<file path="src/rtl/tmr_pkg.sv">
package tmr_pkg;
  localparam int ADDR_W  = 4;
  localparam int N_CAP   = 2;
  localparam int N_OUT   = 2;
  localparam int N_CMP   = 2;
  localparam int N_DMA   = 2;
  localparam int N_LINE  = 3;
  localparam int N_SRC   = 3;            // end of count, cmp0, cmp1
  localparam int N_ISRC  = 5;            // eoc, cap0, cap1, cmp0, cmp1
  localparam int ACT_W   = 2 * N_SRC;
  localparam int ICR_W   = 2 * N_CAP;
  localparam int CTRL_W  = 6;

  typedef enum logic [1:0] {
    ACT_NONE = 2'b00,
    ACT_SET  = 2'b01,
    ACT_CLR  = 2'b10,
    ACT_TGL  = 2'b11
  } act_e;

  localparam int C_RUN     = 0;
  localparam int C_DOWN    = 1;
  localparam int C_DMA_CAP = 2;
  localparam int C_DMA_CMP = 3;
  localparam int C_EVT_EOC = 4;
  localparam int C_EVT_CMP = 5;

  localparam logic [ADDR_W-1:0] A_CTRL  = 4'd0;
  localparam logic [ADDR_W-1:0] A_TOP   = 4'd1;
  localparam logic [ADDR_W-1:0] A_CMP0  = 4'd2;
  localparam logic [ADDR_W-1:0] A_CMP1  = 4'd3;
  localparam logic [ADDR_W-1:0] A_CAP0  = 4'd4;
  localparam logic [ADDR_W-1:0] A_CAP1  = 4'd5;
  localparam logic [ADDR_W-1:0] A_ICR   = 4'd6;
  localparam logic [ADDR_W-1:0] A_ACT0  = 4'd7;
  localparam logic [ADDR_W-1:0] A_ACT1  = 4'd8;
  localparam logic [ADDR_W-1:0] A_IMASK = 4'd9;
  localparam logic [ADDR_W-1:0] A_IPEND = 4'd10;
  localparam logic [ADDR_W-1:0] A_COUNT = 4'd11;
endpackage

</file>
<file path="src/rtl/tmr_counter.sv">
module tmr_counter import tmr_pkg::*; #(
  parameter int CNT_W = 16
) (
  input  logic             clk_i,
  input  logic             rst_ni,
  input  logic             run_i,
  input  logic             down_i,
  input  logic [CNT_W-1:0] top_i,
  input  logic [CNT_W-1:0] cmp_i [N_CMP],
  input  logic             ld_i,
  input  logic [CNT_W-1:0] ld_val_i,
  output logic [CNT_W-1:0] cnt_o,
  output logic             eoc_o,
  output logic [N_CMP-1:0] match_o
);
  logic [CNT_W-1:0] cnt_q, cnt_d;

  assign eoc_o = run_i && (down_i ? (cnt_q == '0) : (cnt_q == top_i));

  for (genvar k = 0; k < N_CMP; k++) begin : g_cmp
    assign match_o[k] = run_i && (cnt_q == cmp_i[k]);
  end

  always_comb begin
    if (ld_i)        cnt_d = ld_val_i;
    else if (!run_i) cnt_d = cnt_q;
    else if (eoc_o)  cnt_d = down_i ? top_i : '0;
    else if (down_i) cnt_d = cnt_q - 1'b1;
    else             cnt_d = cnt_q + 1'b1;
  end

  always_ff @(posedge clk_i or negedge rst_ni) begin
    if (!rst_ni) cnt_q <= '0;
    else         cnt_q <= cnt_d;
  end

  assign cnt_o = cnt_q;
endmodule

</file>
<file path="src/rtl/tmr_capture.sv">
module tmr_capture #(
  parameter int CNT_W = 16
) (
  input  logic             clk_i,
  input  logic             rst_ni,
  input  logic             pin_i,
  input  logic [1:0]       mode_i,   // [0] rising, [1] falling
  input  logic [CNT_W-1:0] cnt_i,
  output logic             hit_o,
  output logic [CNT_W-1:0] val_o
);
  logic s1_q, s2_q, s3_q;
  logic [CNT_W-1:0] val_q;
  logic rise, fall;

  assign rise  = s2_q & ~s3_q;
  assign fall  = ~s2_q & s3_q;
  assign hit_o = (mode_i[0] & rise) | (mode_i[1] & fall);

  always_ff @(posedge clk_i or negedge rst_ni) begin
    if (!rst_ni) begin
      s1_q  <= 1'b0;
      s2_q  <= 1'b0;
      s3_q  <= 1'b0;
      val_q <= '0;
    end else begin
      s1_q <= pin_i;
      s2_q <= s1_q;
      s3_q <= s2_q;
      if (hit_o) val_q <= cnt_i;
    end
  end

  assign val_o = val_q;
endmodule

</file>
<file path="src/rtl/tmr_out_action.sv">
module tmr_out_action import tmr_pkg::*; (
  input  logic             clk_i,
  input  logic             rst_ni,
  input  logic [ACT_W-1:0] act_i,
  input  logic [N_SRC-1:0] ev_i,   // index 0 has highest precedence
  output logic             out_o
);
  act_e sel;
  logic out_q, out_d;

  always_comb begin
    sel = ACT_NONE;
    for (int s = N_SRC - 1; s >= 0; s--) begin
      if (ev_i[s] && (act_e'(act_i[2*s +: 2]) != ACT_NONE)) sel = act_e'(act_i[2*s +: 2]);
    end
  end

  always_comb begin
    unique case (sel)
      ACT_SET: out_d = 1'b1;
      ACT_CLR: out_d = 1'b0;
      ACT_TGL: out_d = ~out_q;
      default: out_d = out_q;
    endcase
  end

  always_ff @(posedge clk_i or negedge rst_ni) begin
    if (!rst_ni) out_q <= 1'b0;
    else         out_q <= out_d;
  end

  assign out_o = out_q;
endmodule

</file>
<file path="src/rtl/tmr_irq.sv">
module tmr_irq import tmr_pkg::*; (
  input  logic              clk_i,
  input  logic              rst_ni,
  input  logic [N_ISRC-1:0] src_i,    // eoc, cap0, cap1, cmp0, cmp1
  input  logic [N_ISRC-1:0] mask_i,
  input  logic [N_DMA-1:0]  dma_en_i, // [0] cap0, [1] cmp0
  input  logic [N_LINE-1:0] clr_i,
  output logic [N_LINE-1:0] pend_o,
  output logic [N_LINE-1:0] sel_o,
  output logic [N_DMA-1:0]  dma_o
);
  logic [N_ISRC-1:0] steal, eff;
  logic [N_LINE-1:0] set, pend_q;
  logic [N_DMA-1:0]  dma_q;

  always_comb begin
    steal    = '0;
    steal[1] = src_i[1] & dma_en_i[0];
    steal[3] = src_i[3] & dma_en_i[1];
    eff      = src_i & mask_i & ~steal;
    set[0]   = eff[0];
    set[1]   = eff[1] | eff[2];
    set[2]   = eff[3] | eff[4];
  end

  always_ff @(posedge clk_i or negedge rst_ni) begin
    if (!rst_ni) begin
      pend_q <= '0;
      dma_q  <= '0;
    end else begin
      pend_q <= (pend_q & ~clr_i) | set;
      dma_q  <= {steal[3], steal[1]};
    end
  end

  assign pend_o = pend_q;
  assign sel_o  = pend_q & (~pend_q + 1'b1);
  assign dma_o  = dma_q;
endmodule

</file>
<file path="src/rtl/cmp_act_timer.sv">
module cmp_act_timer import tmr_pkg::*; #(
  parameter int CNT_W = 16
) (
  input  logic              clk_i,
  input  logic              rst_ni,
  input  logic              wr_en_i,
  input  logic [ADDR_W-1:0] addr_i,
  input  logic [CNT_W-1:0]  wdata_i,
  output logic [CNT_W-1:0]  rdata_o,
  input  logic [N_CAP-1:0]  cap_i,
  output logic [N_OUT-1:0]  out_o,
  output logic              evt_o,
  output logic [N_DMA-1:0]  dma_req_o,
  output logic [N_LINE-1:0] irq_o,
  output logic [N_LINE-1:0] irq_sel_o
);
  logic [CTRL_W-1:0] ctrl_q;
  logic [CNT_W-1:0]  top_q;
  logic [CNT_W-1:0]  cmp_q [N_CMP];
  logic [ICR_W-1:0]  icr_q;
  logic [ACT_W-1:0]  act_q [N_OUT];
  logic [N_ISRC-1:0] imask_q;

  logic [CNT_W-1:0]  cnt;
  logic              ev_eoc, ev_m0, ev_m1;
  logic [N_CMP-1:0]  match;
  logic [N_CAP-1:0]  cap_hit;
  logic [CNT_W-1:0]  cap_val [N_CAP];
  logic [N_LINE-1:0] clr;
  logic              evt_q;

  always_ff @(posedge clk_i or negedge rst_ni) begin
    if (!rst_ni) begin
      ctrl_q  <= '0;
      top_q   <= '0;
      icr_q   <= '0;
      imask_q <= '0;
      for (int i = 0; i < N_CMP; i++) cmp_q[i] <= '0;
      for (int i = 0; i < N_OUT; i++) act_q[i] <= '0;
    end else if (wr_en_i) begin
      unique case (addr_i)
        A_CTRL:  ctrl_q   <= wdata_i[CTRL_W-1:0];
        A_TOP:   top_q    <= wdata_i;
        A_CMP0:  cmp_q[0] <= wdata_i;
        A_CMP1:  cmp_q[1] <= wdata_i;
        A_ICR:   icr_q    <= wdata_i[ICR_W-1:0];
        A_ACT0:  act_q[0] <= wdata_i[ACT_W-1:0];
        A_ACT1:  act_q[1] <= wdata_i[ACT_W-1:0];
        A_IMASK: imask_q  <= wdata_i[N_ISRC-1:0];
        default: ;
      endcase
    end
  end

  tmr_counter #(.CNT_W(CNT_W)) u_cnt (
    .clk_i    (clk_i),
    .rst_ni   (rst_ni),
    .run_i    (ctrl_q[C_RUN]),
    .down_i   (ctrl_q[C_DOWN]),
    .top_i    (top_q),
    .cmp_i    (cmp_q),
    .ld_i     (wr_en_i && (addr_i == A_COUNT)),
    .ld_val_i (wdata_i),
    .cnt_o    (cnt),
    .eoc_o    (ev_eoc),
    .match_o  (match)
  );

  assign ev_m0 = match[0];
  assign ev_m1 = match[1];

  for (genvar c = 0; c < N_CAP; c++) begin : g_cap
    tmr_capture #(.CNT_W(CNT_W)) u_cap (
      .clk_i  (clk_i),
      .rst_ni (rst_ni),
      .pin_i  (cap_i[c]),
      .mode_i (icr_q[2*c +: 2]),
      .cnt_i  (cnt),
      .hit_o  (cap_hit[c]),
      .val_o  (cap_val[c])
    );
  end

  for (genvar o = 0; o < N_OUT; o++) begin : g_out
    tmr_out_action u_act (
      .clk_i  (clk_i),
      .rst_ni (rst_ni),
      .act_i  (act_q[o]),
      .ev_i   ({ev_m1, ev_m0, ev_eoc}),
      .out_o  (out_o[o])
    );
  end

  assign clr = (wr_en_i && (addr_i == A_IPEND)) ? wdata_i[N_LINE-1:0] : '0;

  tmr_irq u_irq (
    .clk_i    (clk_i),
    .rst_ni   (rst_ni),
    .src_i    ({ev_m1, ev_m0, cap_hit[1], cap_hit[0], ev_eoc}),
    .mask_i   (imask_q),
    .dma_en_i ({ctrl_q[C_DMA_CMP], ctrl_q[C_DMA_CAP]}),
    .clr_i    (clr),
    .pend_o   (irq_o),
    .sel_o    (irq_sel_o),
    .dma_o    (dma_req_o)
  );

  always_ff @(posedge clk_i or negedge rst_ni) begin
    if (!rst_ni) evt_q <= 1'b0;
    else         evt_q <= (ev_eoc & ctrl_q[C_EVT_EOC]) | (ev_m0 & ctrl_q[C_EVT_CMP]);
  end
  assign evt_o = evt_q;

  always_comb begin
    unique case (addr_i)
      A_CTRL:  rdata_o = CNT_W'(ctrl_q);
      A_TOP:   rdata_o = top_q;
      A_CMP0:  rdata_o = cmp_q[0];
      A_CMP1:  rdata_o = cmp_q[1];
      A_CAP0:  rdata_o = cap_val[0];
      A_CAP1:  rdata_o = cap_val[1];
      A_ICR:   rdata_o = CNT_W'(icr_q);
      A_ACT0:  rdata_o = CNT_W'(act_q[0]);
      A_ACT1:  rdata_o = CNT_W'(act_q[1]);
      A_IMASK: rdata_o = CNT_W'(imask_q);
      A_IPEND: rdata_o = CNT_W'(irq_o);
      A_COUNT: rdata_o = cnt;
      default: rdata_o = '0;
    endcase
  end
endmodule

</file>
<file path="config.mk">
export PLATFORM = sky130hd
export DESIGN_NAME = cmp_act_timer
export DESIGN_NICKNAME = d
export VERILOG_FILES = /design/src/rtl/tmr_pkg.sv /design/src/rtl/tmr_counter.sv /design/src/rtl/tmr_capture.sv /design/src/rtl/tmr_out_action.sv /design/src/rtl/tmr_irq.sv /design/src/rtl/cmp_act_timer.sv
export SDC_FILE = /design/constraint.sdc
export NUM_CORES = 1
export LEC_CHECK = 0
export BUFFER_PORTS_ARGS = -buffer_cell sky130_fd_sc_hd__buf_2
export CAP_MARGIN = 20
export CORE_AREA = 2 2 139 141
export DETAILED_ROUTE_END_ITERATION = 16
export DIE_AREA = 0 0 141 143
export MAX_ROUTING_LAYER = met4
export PLACE_DENSITY_LB_ADDON = 0.3
export SYNTH_ARGS = -nofsm -noshare
export SYNTH_HDL_FRONTEND = slang
export SYNTH_HIERARCHICAL = 1
export SYNTH_SLANG_ARGS = --single-unit
</file>
<file path="constraint.sdc">
create_clock -name clk_i -period 7.6 [get_ports clk_i]
set_input_delay 1.14 -clock clk_i [delete_from_list [all_inputs] [get_ports clk_i]]
set_output_delay 1.14 -clock clk_i [all_outputs]
set_load 0.05 [all_outputs]
</file>
* After elaboration in Yosys (flattened, before gate mapping)
Cells that the tools add are included.
** Cells by class
- Multiplexer cells :: 16
- Reduce and logical (&&, ||, !) cells :: 30
- $add $sub $neg :: 3
- Eq/ne operators :: 20
- Bitwise gates (word level) :: 31
** Operators by type and width (count)
- $pmux 16 s12 :: 1
- $mux 16 :: 5
- $eq 16x16->1 :: 3
- $add 16x1->16 const B :: 1
- $eq 4x3->1 const B :: 4
- $eq 4x4->1 const B :: 4
- $logic_not 16->1 :: 1
- $reduce_and 2->1 :: 8
- $sub 16x1->16 const B :: 1
- $reduce_bool 2->1 :: 7
- $and 1x1->1 :: 12
- $mux 2 :: 6
- $logic_and 1x1->1 :: 11
- $and 5x5->5 :: 2
- $eq 2x2->1 const B :: 4
- $eq 4x2->1 const B :: 2
- $and 3x3->3 :: 2
- $not 1->1 :: 6
- $not 3->3 :: 2
- $pmux 1 s3 :: 2
- $reduce_bool 3->1 :: 2
- $not 4->5 :: 1
- $or 1x1->1 :: 5
- $eq 2x1->1 const B :: 2
- 6 further kinds :: 6
** Storage, ports and cells
- Register bits after elaboration :: 137

* Longest topological paths before layout
- Depth after elaboration :: 9
- Depth in mapped cells :: 10

* Cells and area by module
Netlist, hierarchy kept.
** By module, submodules not included
- cmp_act_timer :: cells an instance 335, seq. area each 1901.8 µm², times used 1, area an instance 4092.7 µm²
- tmr_capture :: cells an instance 135, seq. area each 475.5 µm², times used 2, area an instance 1327.5 µm²
- tmr_counter :: cells an instance 294, seq. area each 400.4 µm², times used 1, area an instance 2348.5 µm²
- tmr_irq :: cells an instance 21, seq. area each 125.1 µm², times used 1, area an instance 212.7 µm²
- tmr_out_action :: cells an instance 13, seq. area each 25.0 µm², times used 2, area an instance 101.3 µm²

* Worst setup path after synthesis
OpenSTA, ideal clock, no wires.
- Path type :: input-to-output
- Start :: input addr_i[2]
- End :: output rdata_o[7]
- Stages on the path :: 6
- Buffers on the path :: 2
- Setup slack :: 3.556 ns
- Arrival :: 2.904 ns
- Cell sequence :: buf_6 > buf_2 > mux2i_1 > nor2_1 > a21oi_1 > o32ai_1
** Between the ends
- Longest elaborated chain between the ends :: 2
** RTL lines
- start: declaration :: line cmp_act_timer.sv:7 : input logic [ADDR_W-1:0] addr_i,
- $eq 4x4->1, or another cell as far along :: line cmp_act_timer.sv:115 : unique case (addr_i)
- $pmux 16 s12 (*) :: line cmp_act_timer.sv:115
- end: declaration :: line cmp_act_timer.sv:9 : output logic [CNT_W-1:0] rdata_o,
Every way passes the cells marked *; elsewhere a longest branch is shown, timed or not.

* Worst setup path after layout
- Start :: input addr_i[3]
- End :: output rdata_o[15]
Same word-level chain as after synthesis.

==> results_dict.tcl <==
set metrics [dict create \
    cts-buffers-inserted 17 \
    rsz0062_at_grt "false" \
    coreArea_sq_um 18580 \
    synth.distinct_cells 79 \
    rows 50 \
    start_util 0.5119 \
    io_buffers 51 \
    crit_path_cell_trace "buf_2 > nor2_1 > and2_0 > a32oi_1 > o21ai_0 > buf_2" \
    r2r_slack_ns 4.58 \
    viasPerCell 6.556 \
    post_cts_resized 0 \
    drv_slew 0 \
    ys_warn_count 6 \
    synthFlopType "dfrtp_1" \
    track_usage 0.2929 \
    hpwl_um 19430 \
    rr_endpoint "g_out[1].u_act/out_o" \
    wirelength_um 27960 \
    hold_ws_ns 0.3481 \
    critPathKind "in2out" \
    slew_headroom 0.2650 \
    path_common_cell "buf_2" \
    reg2reg_from "u_cnt/cnt_o[6]" \
    grt_pass1_vias 7178 \
    synthesis.nets 986 \
    ys_seq_elements 137 \
    p_leak_nw 4.034 \
    r2r_cells 8 \
    die_w_um 141 \
    grt_pass1_wl_um 43420 \
    setup_viol 0 \
    critPathArrivalTime_ns 3.42 \
    synth-seq-area-share 0.3604 \
    die_h_um 143 \
    power_mw 3.639 \
    ctsHtreeMaxLevel 4 \
    met1Wirelength_um 12930 \
    vdd_drop_max_mv 0.2082 \
    clock.fmax_mhz 219.4 \
    synthTopCellsByArea "dfrtp_1 (36%), mux2_2 (9.4%), xor2_1 (3.7%)" \
    syn_area_sq_um 9512 \
    drive_gt1_frac 0.2385 \
    period_share 0.5998 \
    gp_congestion 1.007 \
    ios 52 \
    fin_tns_setup_ns 0 \
    ant_nets 0 \
    start_kind "primary input" \
    clockBufferDepth 2 \
    worst_slew_pin_slew_ns 1.103 \
    critPathMaxStageDelay_ns 0.72 \
    crit_required_ns 6.46 \
    cp-startpoint "addr_i[3]" \
    finalNetCount 983 \
    async_reset_ff_frac 1.000 \
    status "finished clean" \
    fin_crit_ns 4.558 \
    wl_met2_um 12670 \
    area_delta_synth_final_pct 6.959 \
    die-area_sq_um 20160 \
    avgSynthCellArea_sq_um 10.05 \
    hold_buffers 0 \
    p_per_area_nw_per_um2 357.7 \
    yosysTopAreaCell "dfrtp_1" \
    critPathCapture "rdata_o[15]" \
    end_kind "primary output" \
    fin_util 0.5475 \
    worstSkewPairLatency_ns 0.44 \
    cts_tree "built" \
    top_layer_used "met4" \
    synth_cells 946 \
    grt_overflow 0 \
    holdCritPathClass "reg2reg" \
    grt_max_degree 87 \
    slowest_stage "nor2_1" \
    via_count 7802 \
    postCtsSetupRepairBufs 0 \
    dr.pass1.iters 5 \
    drc 0 \
    cts.sinks 137 \
    drt_iter0_drc 817 \
    finalHoldViolations 0 \
    nFillCells 1633 \
    cts-root-buf "clkbuf_16" \
    path_max_fanout 29 \
    fin_skew_ns 0.005169 \
    yosysTopAreaCellShare 0.3604 \
    synth_edf_count 0 \
    diodes 0 \
    antenna_found_initial 0 \
    path_clk_slew_ns 0.06 \
    max_cap_viol_count 0 \
    wl_met3_um 1792 \
    wl_per_cell_um 23.50 \
]
==> Yosys cell counts, types with 6 or more instances <==
cell,count
nor3_1,45
mux2_2,79
xor2_1,40
ha_1,14
mux2i_1,16
a211oi_2,20
o21a_1,35
a221oi_1,14
inv_1,10
o22ai_1,33
buf_2,21
nor4_1,7
a21oi_1,36
nand2b_1,9
nand3_1,12
a22oi_1,18
buf_4,12
nor2_1,48
and2_1,9
clkbuf_1,23
a22o_1,13
nor3b_1,34
nor2b_1,39
buf_6,16
dfrtp_1,137
a211oi_1,20
nand4_1,7
xnor2_1,19
nand2_1,38
o21ai_0,19
o221ai_1,6
==> report_power, final <==
part           leakage [nW]  switching [mW]  internal [mW]
logic                  2.11           0.737          0.628
clock network         0.295           0.373          0.469
registers              1.63           0.489          0.943
==> final cells by class <==
type                            instances  area [sq um]  share of cell area
Clock inverter                         15         170.2             0.01673
Sequential cell                       137          3431              0.3372
Tap cell                              234         292.8             0.02878
Timing Repair Buffer                   59         334.1             0.03284
Multi-Input combinational cell        718          5483              0.5389
Inverter                               10         37.54            0.003690
Clock buffer                           17         425.4             0.04182
==> cell families (layout without fill, tap and decap cells) <==
| family | count (synthesis) | in the layout | share of synthesized area |
|---|---|---|---|
| adders and majority gates | 15 | 15 | 0.02052 |
| muxes | 99 | 99 | 0.1187 |
| buffers and inverters | 91 | 101 | 0.06340 |
| AOI/OAI and AO/OA | 261 | 261 | 0.2086 |
| and+or+nand+nor | 283 | 283 | 0.1723 |
| DFF | 137 | 137 | 0.3604 |
| xor gates and xnor gates | 60 | 60 | 0.05604 |
==> per-layer routing <==
metal  global-route usage  up-vias
li1                     -     3529
met1               0.4209     3928
met2               0.4267      298
met3              0.05064       47
met4              0.08474        0
met5                    -        -
==> how the worst min path moves through the flow <==
| stage | start | endpoint | slack (ns) | depth (start not counted) |
|---|---|---|---|---|
| after floorplan | g_cap[0].u_cap/s1_q | g_cap[0].u_cap/s2_q | 0.33 | 0 |
| after global placement | g_cap[0].u_cap/s1_q | g_cap[0].u_cap/s2_q | 0.33 | 0 |
| after detailed placement | g_cap[0].u_cap/s1_q | g_cap[0].u_cap/s2_q | 0.34 | 0 |
| after CTS | g_cap[0].u_cap/s1_q | g_cap[0].u_cap/s2_q | 0.35 | 0 |
| after global routing | g_cap[0].u_cap/s1_q | g_cap[0].u_cap/s2_q | 0.36 | 0 |
| final | g_cap[0].u_cap/s1_q | g_cap[0].u_cap/s2_q | 0.35 | 0 |
==> worst max-delay path: cells and delay by family <==
| kind | cells | cell delay (ns) |
|---|---|---|
| and+or+nand+nor | 2 | 1.16 |
| AOI/OAI and AO/OA | 2 | 0.45 |
| buffers and inverters | 2 | 0.66 |
==> layout by cell type (no fill, tap or decap), drive strengths merged, types with 35 or more instances in the layout <==
cell,count
xor2,41
a21oi,37
nor3,48
dfrtp,137
o21a,35
a211oi,40
nand2,41
mux2,80
nor2b,42
nor2,53
nor3b,36
buf,59
==> state kept, by name (all words and copies together), names as in the netlist, 4 cells and up <==
signal,count
ctrl_q,6
act_q,12
cmp_q,32
u_cnt/cnt_o,16
imask_q,5
top_q,16
g_cap.u_cap/val_o,32
icr_q,4
==> stage by stage <==
stage | instance area, sq um | std cells | worst slack (ns)
6_report | 10170 | 1190 | 3.042
5_1_grt | 10170 | 1190 | 2.931
4_1_cts | 10150 | 1189 | 3.150
3_5_place_dp | 9558 | 1157 | 3.118
3_3_place_gp | 9558 | 1157 | 3.136
2_1_floorplan | 9512 | 946 | 3.556
No activity file was read; power rests on OpenSTA's default activity.
